--- src/rtl/ccd_seq_pkg.sv ---
package ccd_seq_pkg;

  typedef enum logic [2:0] {
    ST_CLEAR = 3'd0,
    ST_DIODE = 3'd1,
    ST_ESHUT = 3'd2,
    ST_VXFER = 3'd3,
    ST_DUALX = 3'd4,
    ST_LINE  = 3'd5,
    ST_FDUMP = 3'd6
  } seq_state_e;

  typedef struct packed {
    logic dual;
    logic bin;
    logic fdump;
  } seq_mode_t;

endpackage

--- src/rtl/seq_mode_resolve.sv ---
module seq_mode_resolve
  import ccd_seq_pkg::*;
#(
  parameter int LINES      = 496,
  parameter int DUMP_LINES = 100,
  parameter int SHUT_STEP  = 62,
  parameter int LN_W       = 9,
  parameter int SL_W       = 12
) (
  input  logic            dual_i,
  input  logic            fdump_i,
  input  logic            bin_i,
  input  logic [2:0]      shut_sel_i,
  output seq_mode_t       mode_o,
  output logic [LN_W-1:0] read_lines_o,
  output logic [SL_W-1:0] shut_line_o,
  output logic            shut_en_o
);
  // read line counts for each resolved mode
  localparam logic [LN_W-1:0] RL_FULL    = LN_W'(LINES);
  localparam logic [LN_W-1:0] RL_HALF    = LN_W'(LINES / 2);
  localparam logic [LN_W-1:0] RL_FD_FULL = LN_W'(LINES - 2 * DUMP_LINES);
  localparam logic [LN_W-1:0] RL_FD_HALF = LN_W'((LINES - 2 * DUMP_LINES) / 2);

  // dual beats binning, binning beats fast dump
  always_comb begin
    mode_o.dual  = dual_i;
    mode_o.bin   = bin_i & ~dual_i;
    mode_o.fdump = fdump_i & ~(bin_i & ~dual_i);
  end

  always_comb begin
    unique case ({mode_o.fdump, (mode_o.dual | mode_o.bin)})
      2'b00:   read_lines_o = RL_FULL;
      2'b01:   read_lines_o = RL_HALF;
      2'b10:   read_lines_o = RL_FD_FULL;
      default: read_lines_o = RL_FD_HALF;
    endcase
  end

  always_comb begin
    shut_line_o = SL_W'(shut_sel_i) * SL_W'(SHUT_STEP);
    shut_en_o   = (shut_sel_i != 3'd0) &&
                  (shut_line_o < {3'b000, read_lines_o});
  end

endmodule

--- src/rtl/seq_frame_fsm.sv ---
module seq_frame_fsm
  import ccd_seq_pkg::*;
#(
  parameter int SETUP_CNT  = 301,
  parameter int V3RD_CNT   = 120,
  parameter int DELAY_CNT  = 301,
  parameter int VDLY_CNT   = 2,
  parameter int VCCD_CNT   = 62,
  parameter int HDLY_CNT   = 62,
  parameter int PIX_CNT    = 708,
  parameter int DUMP_LINES = 100,
  parameter int SHUT_PULSE = 750,
  parameter int SHUT_DELAY = 150,
  parameter int PH_W       = 10,
  parameter int LN_W       = 9,
  parameter int SL_W       = 12,
  parameter int DC_W       = 7
) (
  input  logic            clk_i,
  input  logic            rst_i,
  input  seq_mode_t       mode_i,
  input  logic [LN_W-1:0] read_lines_i,
  input  logic [SL_W-1:0] shut_line_i,
  input  logic            shut_en_i,
  input  logic [2:0]      int_sel_i,
  output seq_state_e      state_o,
  output logic [PH_W-1:0] phase_o,
  output logic            act_bin_o
);
  localparam int DIODE_LEN = SETUP_CNT + V3RD_CNT + DELAY_CNT;
  localparam int VPER_LEN  = VDLY_CNT + VCCD_CNT + HDLY_CNT;
  localparam int SHUT_LEN  = SHUT_PULSE + SHUT_DELAY;

  localparam logic [PH_W-1:0] DIODE_LAST = PH_W'(DIODE_LEN - 1);
  localparam logic [PH_W-1:0] VPER_LAST  = PH_W'(VPER_LEN - 1);
  localparam logic [PH_W-1:0] SHUT_LAST  = PH_W'(SHUT_LEN - 1);
  localparam logic [PH_W-1:0] LINE_LAST  = PH_W'(PIX_CNT - 1);
  localparam logic [DC_W-1:0] DUMP_LAST  = DC_W'(DUMP_LINES - 1);

  seq_state_e      state_q;
  logic [PH_W-1:0] ph_q;
  logic [LN_W-1:0] ln_q;
  logic [DC_W-1:0] dc_q;
  logic            second_q;
  logic            tail_q;
  logic [2:0]      frm_q;
  seq_mode_t       mode_q;
  logic [LN_W-1:0] rl_q;
  logic [SL_W-1:0] sl_q;
  logic            sen_q;

  logic [PH_W-1:0] ph_last;
  logic            ph_end;
  logic            shut_hit;
  logic            last_line;

  always_comb begin
    unique case (state_q)
      ST_DIODE: ph_last = DIODE_LAST;
      ST_ESHUT: ph_last = SHUT_LAST;
      ST_LINE:  ph_last = LINE_LAST;
      ST_VXFER, ST_DUALX, ST_FDUMP: ph_last = VPER_LAST;
      default:  ph_last = '0;
    endcase
    ph_end    = (ph_q == ph_last);
    shut_hit  = sen_q && ({3'b000, ln_q} == sl_q);
    last_line = (ln_q == rl_q - LN_W'(1));
  end

  always_ff @(posedge clk_i) begin
    if (rst_i) begin
      state_q  <= ST_CLEAR;
      ph_q     <= '0;
      ln_q     <= '0;
      dc_q     <= '0;
      second_q <= 1'b0;
      tail_q   <= 1'b0;
      frm_q    <= 3'd0;
      mode_q   <= '0;
      rl_q     <= '0;
      sl_q     <= '0;
      sen_q    <= 1'b0;
    end else if (state_q == ST_CLEAR) begin
      // new frame: counters cleared, selects captured
      ph_q     <= '0;
      ln_q     <= '0;
      dc_q     <= '0;
      second_q <= 1'b0;
      tail_q   <= 1'b0;
      mode_q   <= mode_i;
      rl_q     <= read_lines_i;
      sl_q     <= shut_line_i;
      sen_q    <= shut_en_i;
      frm_q    <= (frm_q >= int_sel_i) ? 3'd0 : frm_q + 3'd1;
      if (frm_q == 3'd0)     state_q <= ST_DIODE;
      else if (mode_i.fdump) state_q <= ST_FDUMP;
      else                   state_q <= ST_VXFER;
    end else if (!ph_end) begin
      ph_q <= ph_q + PH_W'(1);
    end else begin
      ph_q <= '0;
      unique case (state_q)
        ST_DIODE: state_q <= mode_q.fdump ? ST_FDUMP : ST_VXFER;
        ST_FDUMP: begin
          if (dc_q == DUMP_LAST) begin
            dc_q    <= '0;
            state_q <= tail_q ? ST_CLEAR : ST_VXFER;
          end else begin
            dc_q <= dc_q + DC_W'(1);
          end
        end
        ST_VXFER: begin
          if ((mode_q.dual | mode_q.bin) && !second_q) begin
            second_q <= 1'b1;
            state_q  <= mode_q.dual ? ST_DUALX : ST_VXFER;
          end else begin
            second_q <= 1'b0;
            state_q  <= shut_hit ? ST_ESHUT : ST_LINE;
          end
        end
        ST_DUALX: begin
          second_q <= 1'b0;
          state_q  <= shut_hit ? ST_ESHUT : ST_LINE;
        end
        ST_ESHUT: state_q <= ST_LINE;
        ST_LINE: begin
          ln_q <= ln_q + LN_W'(1);
          if (last_line) begin
            if (mode_q.fdump) begin
              tail_q  <= 1'b1;
              state_q <= ST_FDUMP;
            end else begin
              state_q <= ST_CLEAR;
            end
          end else begin
            state_q <= ST_VXFER;
          end
        end
        default: state_q <= ST_CLEAR;
      endcase
    end
  end

  assign state_o   = state_q;
  assign phase_o   = ph_q;
  assign act_bin_o = mode_q.bin;

endmodule

--- src/rtl/seq_out_decode.sv ---
module seq_out_decode
  import ccd_seq_pkg::*;
#(
  parameter int SETUP_CNT  = 301,
  parameter int V3RD_CNT   = 120,
  parameter int VDLY_CNT   = 2,
  parameter int VCCD_CNT   = 62,
  parameter int SHUT_PULSE = 750,
  parameter int PH_W       = 10
) (
  input  logic            clk_i,
  input  logic            rst_i,
  input  seq_state_e      state_i,
  input  logic [PH_W-1:0] phase_i,
  input  logic            bin_i,
  output logic            vclk1_o,
  output logic            vclk2_o,
  output logic            v3rd_o,
  output logic            hclk_en_o,
  output logic            shutter_o,
  output logic            frame_sync_o,
  output logic            line_sync_o,
  output logic            pix_sync_o,
  output logic            integrate_o
);
  localparam logic [PH_W-1:0] V3_LO = PH_W'(SETUP_CNT);
  localparam logic [PH_W-1:0] V3_HI = PH_W'(SETUP_CNT + V3RD_CNT);
  localparam logic [PH_W-1:0] V2_LO = PH_W'(VDLY_CNT);
  localparam logic [PH_W-1:0] V2_HI = PH_W'(VDLY_CNT + VCCD_CNT);
  localparam logic [PH_W-1:0] SH_HI = PH_W'(SHUT_PULSE);

  logic in_diode, in_vper, in_line, in_eshut, in_frame;
  logic seen_q;

  always_comb begin
    in_diode = (state_i == ST_DIODE);
    in_eshut = (state_i == ST_ESHUT);
    in_line  = (state_i == ST_LINE);
    in_vper  = (state_i == ST_VXFER) || (state_i == ST_DUALX) ||
               (state_i == ST_FDUMP);
    in_frame = (state_i == ST_VXFER) || (state_i == ST_DUALX) ||
               in_eshut || in_line;
  end

  always_ff @(posedge clk_i) begin
    if (rst_i) begin
      vclk1_o      <= 1'b0;
      vclk2_o      <= 1'b0;
      v3rd_o       <= 1'b0;
      hclk_en_o    <= 1'b0;
      shutter_o    <= 1'b0;
      frame_sync_o <= 1'b0;
      line_sync_o  <= 1'b0;
      pix_sync_o   <= 1'b0;
      integrate_o  <= 1'b0;
      seen_q       <= 1'b0;
    end else begin
      vclk1_o      <= in_diode && (phase_i >= V3_LO) && (phase_i < V3_HI);
      v3rd_o       <= in_diode && (phase_i >= V3_LO) && (phase_i < V3_HI);
      vclk2_o      <= in_vper && (phase_i >= V2_LO) && (phase_i < V2_HI);
      hclk_en_o    <= in_line;
      line_sync_o  <= in_line;
      pix_sync_o   <= in_line && (!bin_i || !phase_i[0]);
      shutter_o    <= in_eshut && (phase_i < SH_HI);
      frame_sync_o <= in_frame;
      seen_q       <= seen_q | in_diode;
      integrate_o  <= seen_q && !in_diode && !in_eshut;
    end
  end

endmodule

--- src/rtl/ccd_frame_seq.sv ---
module ccd_frame_seq
  import ccd_seq_pkg::*;
#(
  parameter int SETUP_CNT  = 301,
  parameter int V3RD_CNT   = 120,
  parameter int DELAY_CNT  = 301,
  parameter int VDLY_CNT   = 2,
  parameter int VCCD_CNT   = 62,
  parameter int HDLY_CNT   = 62,
  parameter int PIX_CNT    = 708,
  parameter int LINES      = 496,
  parameter int DUMP_LINES = 100,
  parameter int SHUT_STEP  = 62,
  parameter int SHUT_PULSE = 750,
  parameter int SHUT_DELAY = 150
) (
  input  logic       clk_i,
  input  logic       rst_i,
  input  logic       dual_sel_i,
  input  logic       fdump_sel_i,
  input  logic       bin_sel_i,
  input  logic [2:0] int_sel_i,
  input  logic [2:0] shut_sel_i,
  output logic       vclk1_o,
  output logic       vclk2_o,
  output logic       v3rd_o,
  output logic       hclk_en_o,
  output logic       shutter_o,
  output logic       frame_sync_o,
  output logic       line_sync_o,
  output logic       pix_sync_o,
  output logic       integrate_o
);
  localparam int DIODE_LEN = SETUP_CNT + V3RD_CNT + DELAY_CNT;
  localparam int VPER_LEN  = VDLY_CNT + VCCD_CNT + HDLY_CNT;
  localparam int SHUT_LEN  = SHUT_PULSE + SHUT_DELAY;
  localparam int MAX_AB    = (DIODE_LEN > VPER_LEN) ? DIODE_LEN : VPER_LEN;
  localparam int MAX_CD    = (SHUT_LEN > PIX_CNT) ? SHUT_LEN : PIX_CNT;
  localparam int MAX_PH    = (MAX_AB > MAX_CD) ? MAX_AB : MAX_CD;
  localparam int PH_W      = $clog2(MAX_PH + 1);
  localparam int LN_W      = $clog2(LINES + 1);
  localparam int SL_W      = LN_W + 3;
  localparam int DC_W      = $clog2(DUMP_LINES + 1);

  seq_mode_t       res_mode;
  logic [LN_W-1:0] read_lines;
  logic [SL_W-1:0] shut_line;
  logic            shut_en;
  seq_state_e      state;
  logic [PH_W-1:0] phase;
  logic            act_bin;

  seq_mode_resolve #(
    .LINES(LINES), .DUMP_LINES(DUMP_LINES), .SHUT_STEP(SHUT_STEP),
    .LN_W(LN_W), .SL_W(SL_W)
  ) u_resolve (
    .dual_i      (dual_sel_i),
    .fdump_i     (fdump_sel_i),
    .bin_i       (bin_sel_i),
    .shut_sel_i  (shut_sel_i),
    .mode_o      (res_mode),
    .read_lines_o(read_lines),
    .shut_line_o (shut_line),
    .shut_en_o   (shut_en)
  );

  seq_frame_fsm #(
    .SETUP_CNT(SETUP_CNT), .V3RD_CNT(V3RD_CNT), .DELAY_CNT(DELAY_CNT),
    .VDLY_CNT(VDLY_CNT), .VCCD_CNT(VCCD_CNT), .HDLY_CNT(HDLY_CNT),
    .PIX_CNT(PIX_CNT), .DUMP_LINES(DUMP_LINES),
    .SHUT_PULSE(SHUT_PULSE), .SHUT_DELAY(SHUT_DELAY),
    .PH_W(PH_W), .LN_W(LN_W), .SL_W(SL_W), .DC_W(DC_W)
  ) u_fsm (
    .clk_i       (clk_i),
    .rst_i       (rst_i),
    .mode_i      (res_mode),
    .read_lines_i(read_lines),
    .shut_line_i (shut_line),
    .shut_en_i   (shut_en),
    .int_sel_i   (int_sel_i),
    .state_o     (state),
    .phase_o     (phase),
    .act_bin_o   (act_bin)
  );

  seq_out_decode #(
    .SETUP_CNT(SETUP_CNT), .V3RD_CNT(V3RD_CNT), .VDLY_CNT(VDLY_CNT),
    .VCCD_CNT(VCCD_CNT), .SHUT_PULSE(SHUT_PULSE), .PH_W(PH_W)
  ) u_decode (
    .clk_i       (clk_i),
    .rst_i       (rst_i),
    .state_i     (state),
    .phase_i     (phase),
    .bin_i       (act_bin),
    .vclk1_o     (vclk1_o),
    .vclk2_o     (vclk2_o),
    .v3rd_o      (v3rd_o),
    .hclk_en_o   (hclk_en_o),
    .shutter_o   (shutter_o),
    .frame_sync_o(frame_sync_o),
    .line_sync_o (line_sync_o),
    .pix_sync_o  (pix_sync_o),
    .integrate_o (integrate_o)
  );

endmodule

--- config.mk ---
export PLATFORM = sky130hd
export DESIGN_NAME = ccd_frame_seq
export DESIGN_NICKNAME = d
export VERILOG_FILES = /design/src/rtl/ccd_seq_pkg.sv /design/src/rtl/seq_mode_resolve.sv /design/src/rtl/seq_frame_fsm.sv /design/src/rtl/seq_out_decode.sv /design/src/rtl/ccd_frame_seq.sv
export SDC_FILE = /design/constraint.sdc
export NUM_CORES = 1
export LEC_CHECK = 0
export CAP_MARGIN = 10
export CORE_ASPECT_RATIO = 2
export CORE_MARGIN = 8
export CORE_UTILIZATION = 50
export DETAILED_ROUTE_END_ITERATION = 6
export PLACE_DENSITY = 0.73
export SYNTH_ARGS = -nofsm -noshare
export SYNTH_HDL_FRONTEND = slang
export SYNTH_SLANG_ARGS = --single-unit
--- constraint.sdc ---
create_clock -name clk_i -period 3 [get_ports clk_i]
set_input_delay 0.45 -clock clk_i [delete_from_list [all_inputs] [get_ports clk_i]]
set_output_delay 0.45 -clock clk_i [all_outputs]
set_load 0.01 [all_outputs]
### After elaboration in Yosys (flattened, before gate mapping)

Index checks and enable logic that the tools add are counted.

* register bits after elaboration: 63
* input bits: 11
* output and inout port bits: 9
* logic and storage cells: 108

* add/sub/neg operators: 5
* multipliers: 1
* $lt $le $gt $ge: 7
* eq/ne operators: 13
* muxes and demuxes: 19
* bitwise operators: 7
* reduce and logical (&&, ||, !) cells: 35

Operators by type and width (number)
* case mux 10 bit (4 select lines): 1
* two-way mux 3 bit: 12
* case mux 9 bit (3 select lines): 1
* == test 9 bit: 2
* case mux 3 bit (6 select lines): 1
* logical AND 1 bit: 11
* adder 10 x 1 -> 10 bit (second input constant): 1
* == test 10 bit: 1
* >= comparator 10 x 2 -> 1 bit (second input constant): 1
* >= comparator 10 x 9 -> 1 bit (second input constant): 1
* less-than comparator 10 bit (second input constant): 1
* less-than comparator 10 x 7 -> 1 bit (second input constant): 1
* less-than comparator 10 x 9 -> 1 bit (second input constant): 1
* adder 9 x 1 -> 9 bit (second input constant): 1
* == test 3 bit (second input constant): 3
* less-than comparator 9 bit: 1
* subtractor 9 x 1 -> 9 bit (second input constant): 1
* multiplier 3 x 5 -> 8 bit (second input constant): 1
* AND reduction 2 bit: 4
* adder 7 x 1 -> 7 bit (second input constant): 1
* == test 7 bit (second input constant): 1
* two-way mux 7 bit: 1
* == test 3 x 2 -> 1 bit (second input constant): 2
* zero test 3 bit: 2
* 20 further kinds: 34

### Depth between registers and ports, before layout

* word-level depth: 8
* mapped depth: 13
* mapped depth without buffers: 11

### By module

A second synthesis with hierarchy kept.

* cell total of the unflattened synthesis: 530
* area total of the unflattened synthesis: 4276.6 µm²

Modules (own cells, without submodules)
* seq_frame_fsm: times used 1, cells an instance 427, area each 3334.4 µm², sequential area each 1181.1 µm²
* seq_mode_resolve: times used 1, cells an instance 62, area each 549.3 µm², sequential area each 0.0 µm²
* seq_out_decode: times used 1, cells an instance 41, area each 392.9 µm², sequential area each 160.2 µm²

### Worst setup path after synthesis

Ideal clock, no wire load.

* path kind: input to register
* start: input port shut_sel_i[0]
* end: register u_fsm.sen_q
* data arrival time: 2.681 ns
* path slack: 0.232 ns
* stages: 8
* buffers on the path: 0
* cells stage by stage: fa_1 ha_1 a21o_1 a21o_1 a21o_1 ha_1 or4_1 o31ai_1

* word-level cells in the longest chain between the ends: 3
* elaborated cells on any way between the ends: 4
* classes of those cells: mul: 1; order compare: 1; reduce/logical: 2

RTL lines
* start: declaration: line ccd_frame_seq.sv:23 `input logic [2:0] shut_sel_i,`
* multiplier 3 x 5 -> 8 bit: line seq_mode_resolve.sv:42 `shut_line_o = SL_W'(shut_sel_i) * SL_W'(SHUT_STEP);`
* named net shut_line[8]: line ccd_frame_seq.sv:47 `logic [SL_W-1:0] shut_line;`
* less-than comparator 9 bit: line seq_mode_resolve.sv:44 `(shut_line_o < {3'b000, read_lines_o});`
* logical AND 1 bit: line seq_mode_resolve.sv:43 `shut_en_o = (shut_sel_i != 3'd0) &&`
* end signal: assignment: line seq_frame_fsm.sv:93 `sen_q <= shut_en_i;`
* end: declaration: line seq_frame_fsm.sv:50 `logic sen_q;`

The timed path passes the listed nets, and every way through them passes these cells.
A chain may end at the register's enable or synchronous reset.

### Worst setup path in the final report

* start: input port shut_sel_i[2]
* end: register u_fsm.sen_q

The elaborated chain is that of the path after synthesis.

==> results.md <==
* Hold path cells at 2
* Nets at 523
* Compound-Gate Fraction of Synth Area at 0.135
* Combinational family with the most area after synthesis: simple AND/OR/NAND/NOR gates
* Final setup viols at 0
* Met1 Use GR at 0.188
* Main synth FF type: dfxtp_1
* Highest clock rate at 0.374 GHz
* YS warnings at 0
* Crit path largest cell delay at 660 ps
* # port buffers at 19
* Reg area at 1200 um2
* CTS tree: yes
* Total CTS buffers at 9
* Req. time, crit path at 3250 ps
* CP Launch Type: input pin
* Worst Hold Class: reg -> reg
* Unrepaired setup endpoints after global routing: false
* N_diodes at 0
* Clock sinks at 60
* Slew HR at 0.576
* GRT Overall Usage at 0.154
* Period utilization at 0.891
* Fillers at 651
* Synth Area in Adders at 0.118
* Crit path DAT at 2920 ps
* Max-cap violation count at 0
* FF+latch count, synth at 60
* Avg Cell Area, Syn at 8.00 um2
* CP Cell Sequence: dlymetal6s2s_1 -> fa_2 -> ha_4 -> a21o_1 -> a21o_1 -> a21o_1 -> ha_1 -> or4_4 -> nor2_1 -> a21oi_1 -> o31ai_1
* Worst hold margin at 462 ps
* Final Slew Violations at 0
* H-Tree Depth at 3
* Area Overhead vs Synth at 18.6%
* Syn_nets at 501
* Distinct cells, synth at 53
* Critical path fanouts, max at 4
* Worst Skew at 4.47 ps
* DR WL/cell at 13.7 um
* Residual DRC at 0
* Die Ht at 137 um
* Met3 usage at 0.0316
* Final hold vios at 0
* Status: completed
* First-pass GRT wire length at 13100 um
* Simple-gate share of the synthesized area at 0.251
* Post-Synth XOR/XNOR Area at 0.0957
* Cells taking the most area after synthesis: dfxtp_1 33%, ha_1 9.6%, xnor2_1 5.7%
* HPWL Detailed at 5760 um
* Area of the multi-input gates at 2270 um2
* Synth Instances at 458
* Crit-path slowest cell: fa_2
* Total iterations of the first detailed-routing run at 5
* Synth Cell Area at 3660 um2
* Pleak at 1.79 nW
* ANT nets after route at 0
* Reg2reg end: u_fsm.state_o[2]$_SDFFE_PP0P_
* Setup crit end kind: register
* RR Startpoint: u_fsm.state_o[2]$_SDFFE_PP0P_
* Final WL at 7930 um
* Post-synth EDFFs at 0
* Hold path start: u_decode.seen_q$_SDFF_PP0_
* Maximum VDD drop at 0.435 mV
* CTS Hold Bufs at 0
* Initial antenna violation count at 0
* Pwr/cell area at 787 nW/um2
* Pwr Total at 3.42 mW
* Sequential cell area fraction in the yosys report at 0.328
* # IOs at 20
* Die span in x at 76.5 um
* Placeable core region at 7160 um2
* Min-Delay Endpoint: u_decode.seen_q$_SDFF_PP0_
* Top-area cell type share of the netlist area at 0.328
* Fraction of layout cells with a size suffix above 1 at 0.0969
* Die ar. at 10500 um2
* DR vias at 3089
* Post-route minimum period at 2670 ps
* Clock-pin slew on the worst setup and hold paths at 50 ps
* Met2 Use GR at 0.243
* Worst slew pin tran at 630 ps
* Util after Layout at 0.607
* Worst Reg-to-Reg Cells at 9
* Grt total ovfl at 0
* Clock buffer depth at 2
* RD Place Congestion at 0.856
* Largest net degree at the start of global routing at 23
* Vias in the first global route at 2877
* Reg2reg setup slack at 380 ps
* Most used cell, CP: a21o_1
* Master cell of the clock root buffer: clkbuf_16
* Proportion of synthesized area in mux cells at 0.0113
* Top cell type by total area after synthesis: dfxtp_1
* GRT Max-Usage Layer: met2
* Clock Latency Late Sink at 330 ps
* Initial core utilization at 0.512
* Asr flop ratio synth at 0
* Setup CP Type: in -> reg
* Vias per inst at 5.35
* Core Rows at 44
* Iter 0 DRT Violations at 170
## synthesized netlist by cell type (all sizes together), types with 4 or more instances
master,number
nor4,7
fa,4
clkbuf,18
a211oi,5
a21oi,34
nand2b,9
xnor2,24
o21ai,12
nand3,16
buf,9
a21o,9
xor2,16
ha,28
nand2,52
and3,5
inv,26
dfxtp,60
nor2,55
nand4,6
nor2b,6
nor3,12
or2,4
and2,5
or3,4
## cells in the final DEF (no fill, tap or decap), types with 2 or more instances in the layout
| cell type | n |
|---|---|
| and2_1 | 5 |
| ha_4 | 2 |
| nor2_1 | 55 |
| a211oi_1 | 5 |
| inv_1 | 26 |
| nand2_1 | 51 |
| fa_2 | 2 |
| o21ai_0 | 12 |
| dlymetal6s2s_1 | 3 |
| a2111oi_0 | 2 |
| a21o_1 | 9 |
| dfxtp_1 | 60 |
| or3_1 | 4 |
| buf_4 | 18 |
| nor4_1 | 6 |
| or2_2 | 4 |
| nand3_1 | 16 |
| clkbuf_1 | 2 |
| o32ai_1 | 2 |
| xor2_1 | 16 |
| a21oi_1 | 34 |
| and3_1 | 5 |
| nor3b_1 | 2 |
| nor2b_1 | 6 |
| o211ai_1 | 2 |
| clkdlybuf4s50_1 | 16 |
| clkbuf_16 | 9 |
| a31oi_1 | 2 |
| nor3_1 | 11 |
| fa_1 | 2 |
| clkbuf_8 | 5 |
| xnor2_1 | 24 |
| mux2i_1 | 3 |
| nand4_1 | 6 |
| nand2b_1 | 9 |
| nand3b_1 | 2 |
| ha_1 | 26 |
## area by class of cell
class | instances | area share
tap | 92 | 0.0265
sequential | 60 | 0.277
multi-input combinational | 345 | 0.524
clock buffer | 16 | 0.0694
timing repair buffer | 38 | 0.0812
inverter | 26 | 0.0225
## report_power, final
| group | leakage (nW) | switching, mW | total (mW) | internal, mW |
|---|---|---|---|---|
| Sequential | 0.489 | 0.152 | 1.08 | 0.932 |
| Clock | 0.149 | 0.344 | 1.02 | 0.671 |
| Combinational | 1.15 | 0.744 | 1.32 | 0.576 |
## flip-flops by register name, indices dropped and copies added, names as in the netlist
signal,flops
u_decode.vclk2_o,1
u_decode.shutter_o,1
u_fsm.sen_q,1
u_fsm.dc_q,7
u_decode.seen_q,1
u_fsm.tail_q,1
u_fsm.second_q,1
u_decode.integrate_o,1
u_decode.pix_sync_o,1
u_fsm.frm_q,3
u_fsm.act_bin_o,1
u_decode.vclk1_o,1
u_decode.hclk_en_o,1
u_decode.frame_sync_o,1
u_fsm.phase_o,10
u_fsm.rl_q,6
u_fsm.mode_q,2
u_fsm.sl_q,8
u_fsm.state_o,3
u_fsm.ln_q,9
## how the worst max path moves through the flow
stage / startpoint / to / slack (ps) / cells past startpoint
finish: shut_sel_i[2] / u_fsm.sen_q$_SDFFE_PP0P_ / 330 / 11
global route: u_fsm.state_o[2]$_SDFFE_PP0P_ / u_fsm.phase_o[7]$_SDFF_PP0_ / 160 / 8
CTS: shut_sel_i[0] / u_fsm.sen_q$_SDFFE_PP0P_ / 9 / 11
detailed placement: shut_sel_i[0] / u_fsm.sen_q$_SDFFE_PP0P_ / -340 / 11
global placement: shut_sel_i[0] / u_fsm.sen_q$_SDFFE_PP0P_ / -290 / 11
floorplan: shut_sel_i[0] / u_fsm.sen_q$_SDFFE_PP0P_ / 230 / 8
## critical path, delay by kind of cell
family / cells / cell delay [ps]
fa+ha+maj: 3 / 1070
buf+inv: 1 / 150
compound gates: 5 / 640
simple gates: 2 / 620
## metrics by stage
step	TNS, ps	cells	area, um2	setup slack, ps
floorplan	0	458	3660	232
global placement	-294	561	4000	-294
detailed placement	-360	561	4000	-338
CTS	0	577	4300	9.30
global route	0	577	4340	165
finish	0	577	4340	326
## layer usage
metal,part of all wire,up-vias
li1,-,1597
met1,0.47,1435
met2,0.47,44
met3,0.032,13
met4,0.028,0
met5,0,-
## kinds of logic after synthesis
group	count (synthesis)
AO/OA/AOI/OAI	79
flip-flops	60
XOR/XNOR	40
AND/OR/NAND/NOR	190
adder cells (fa/ha/maj)	32
multiplexers	4
buffers and inverters	53
## what timing repair did
action | CTS | global route
buffers inserted | 0 | 0
endpoints found under the setup margin | 0 | 1
resized for setup | 0 | 9
Note: power is estimated with default switching activity, not from simulation.
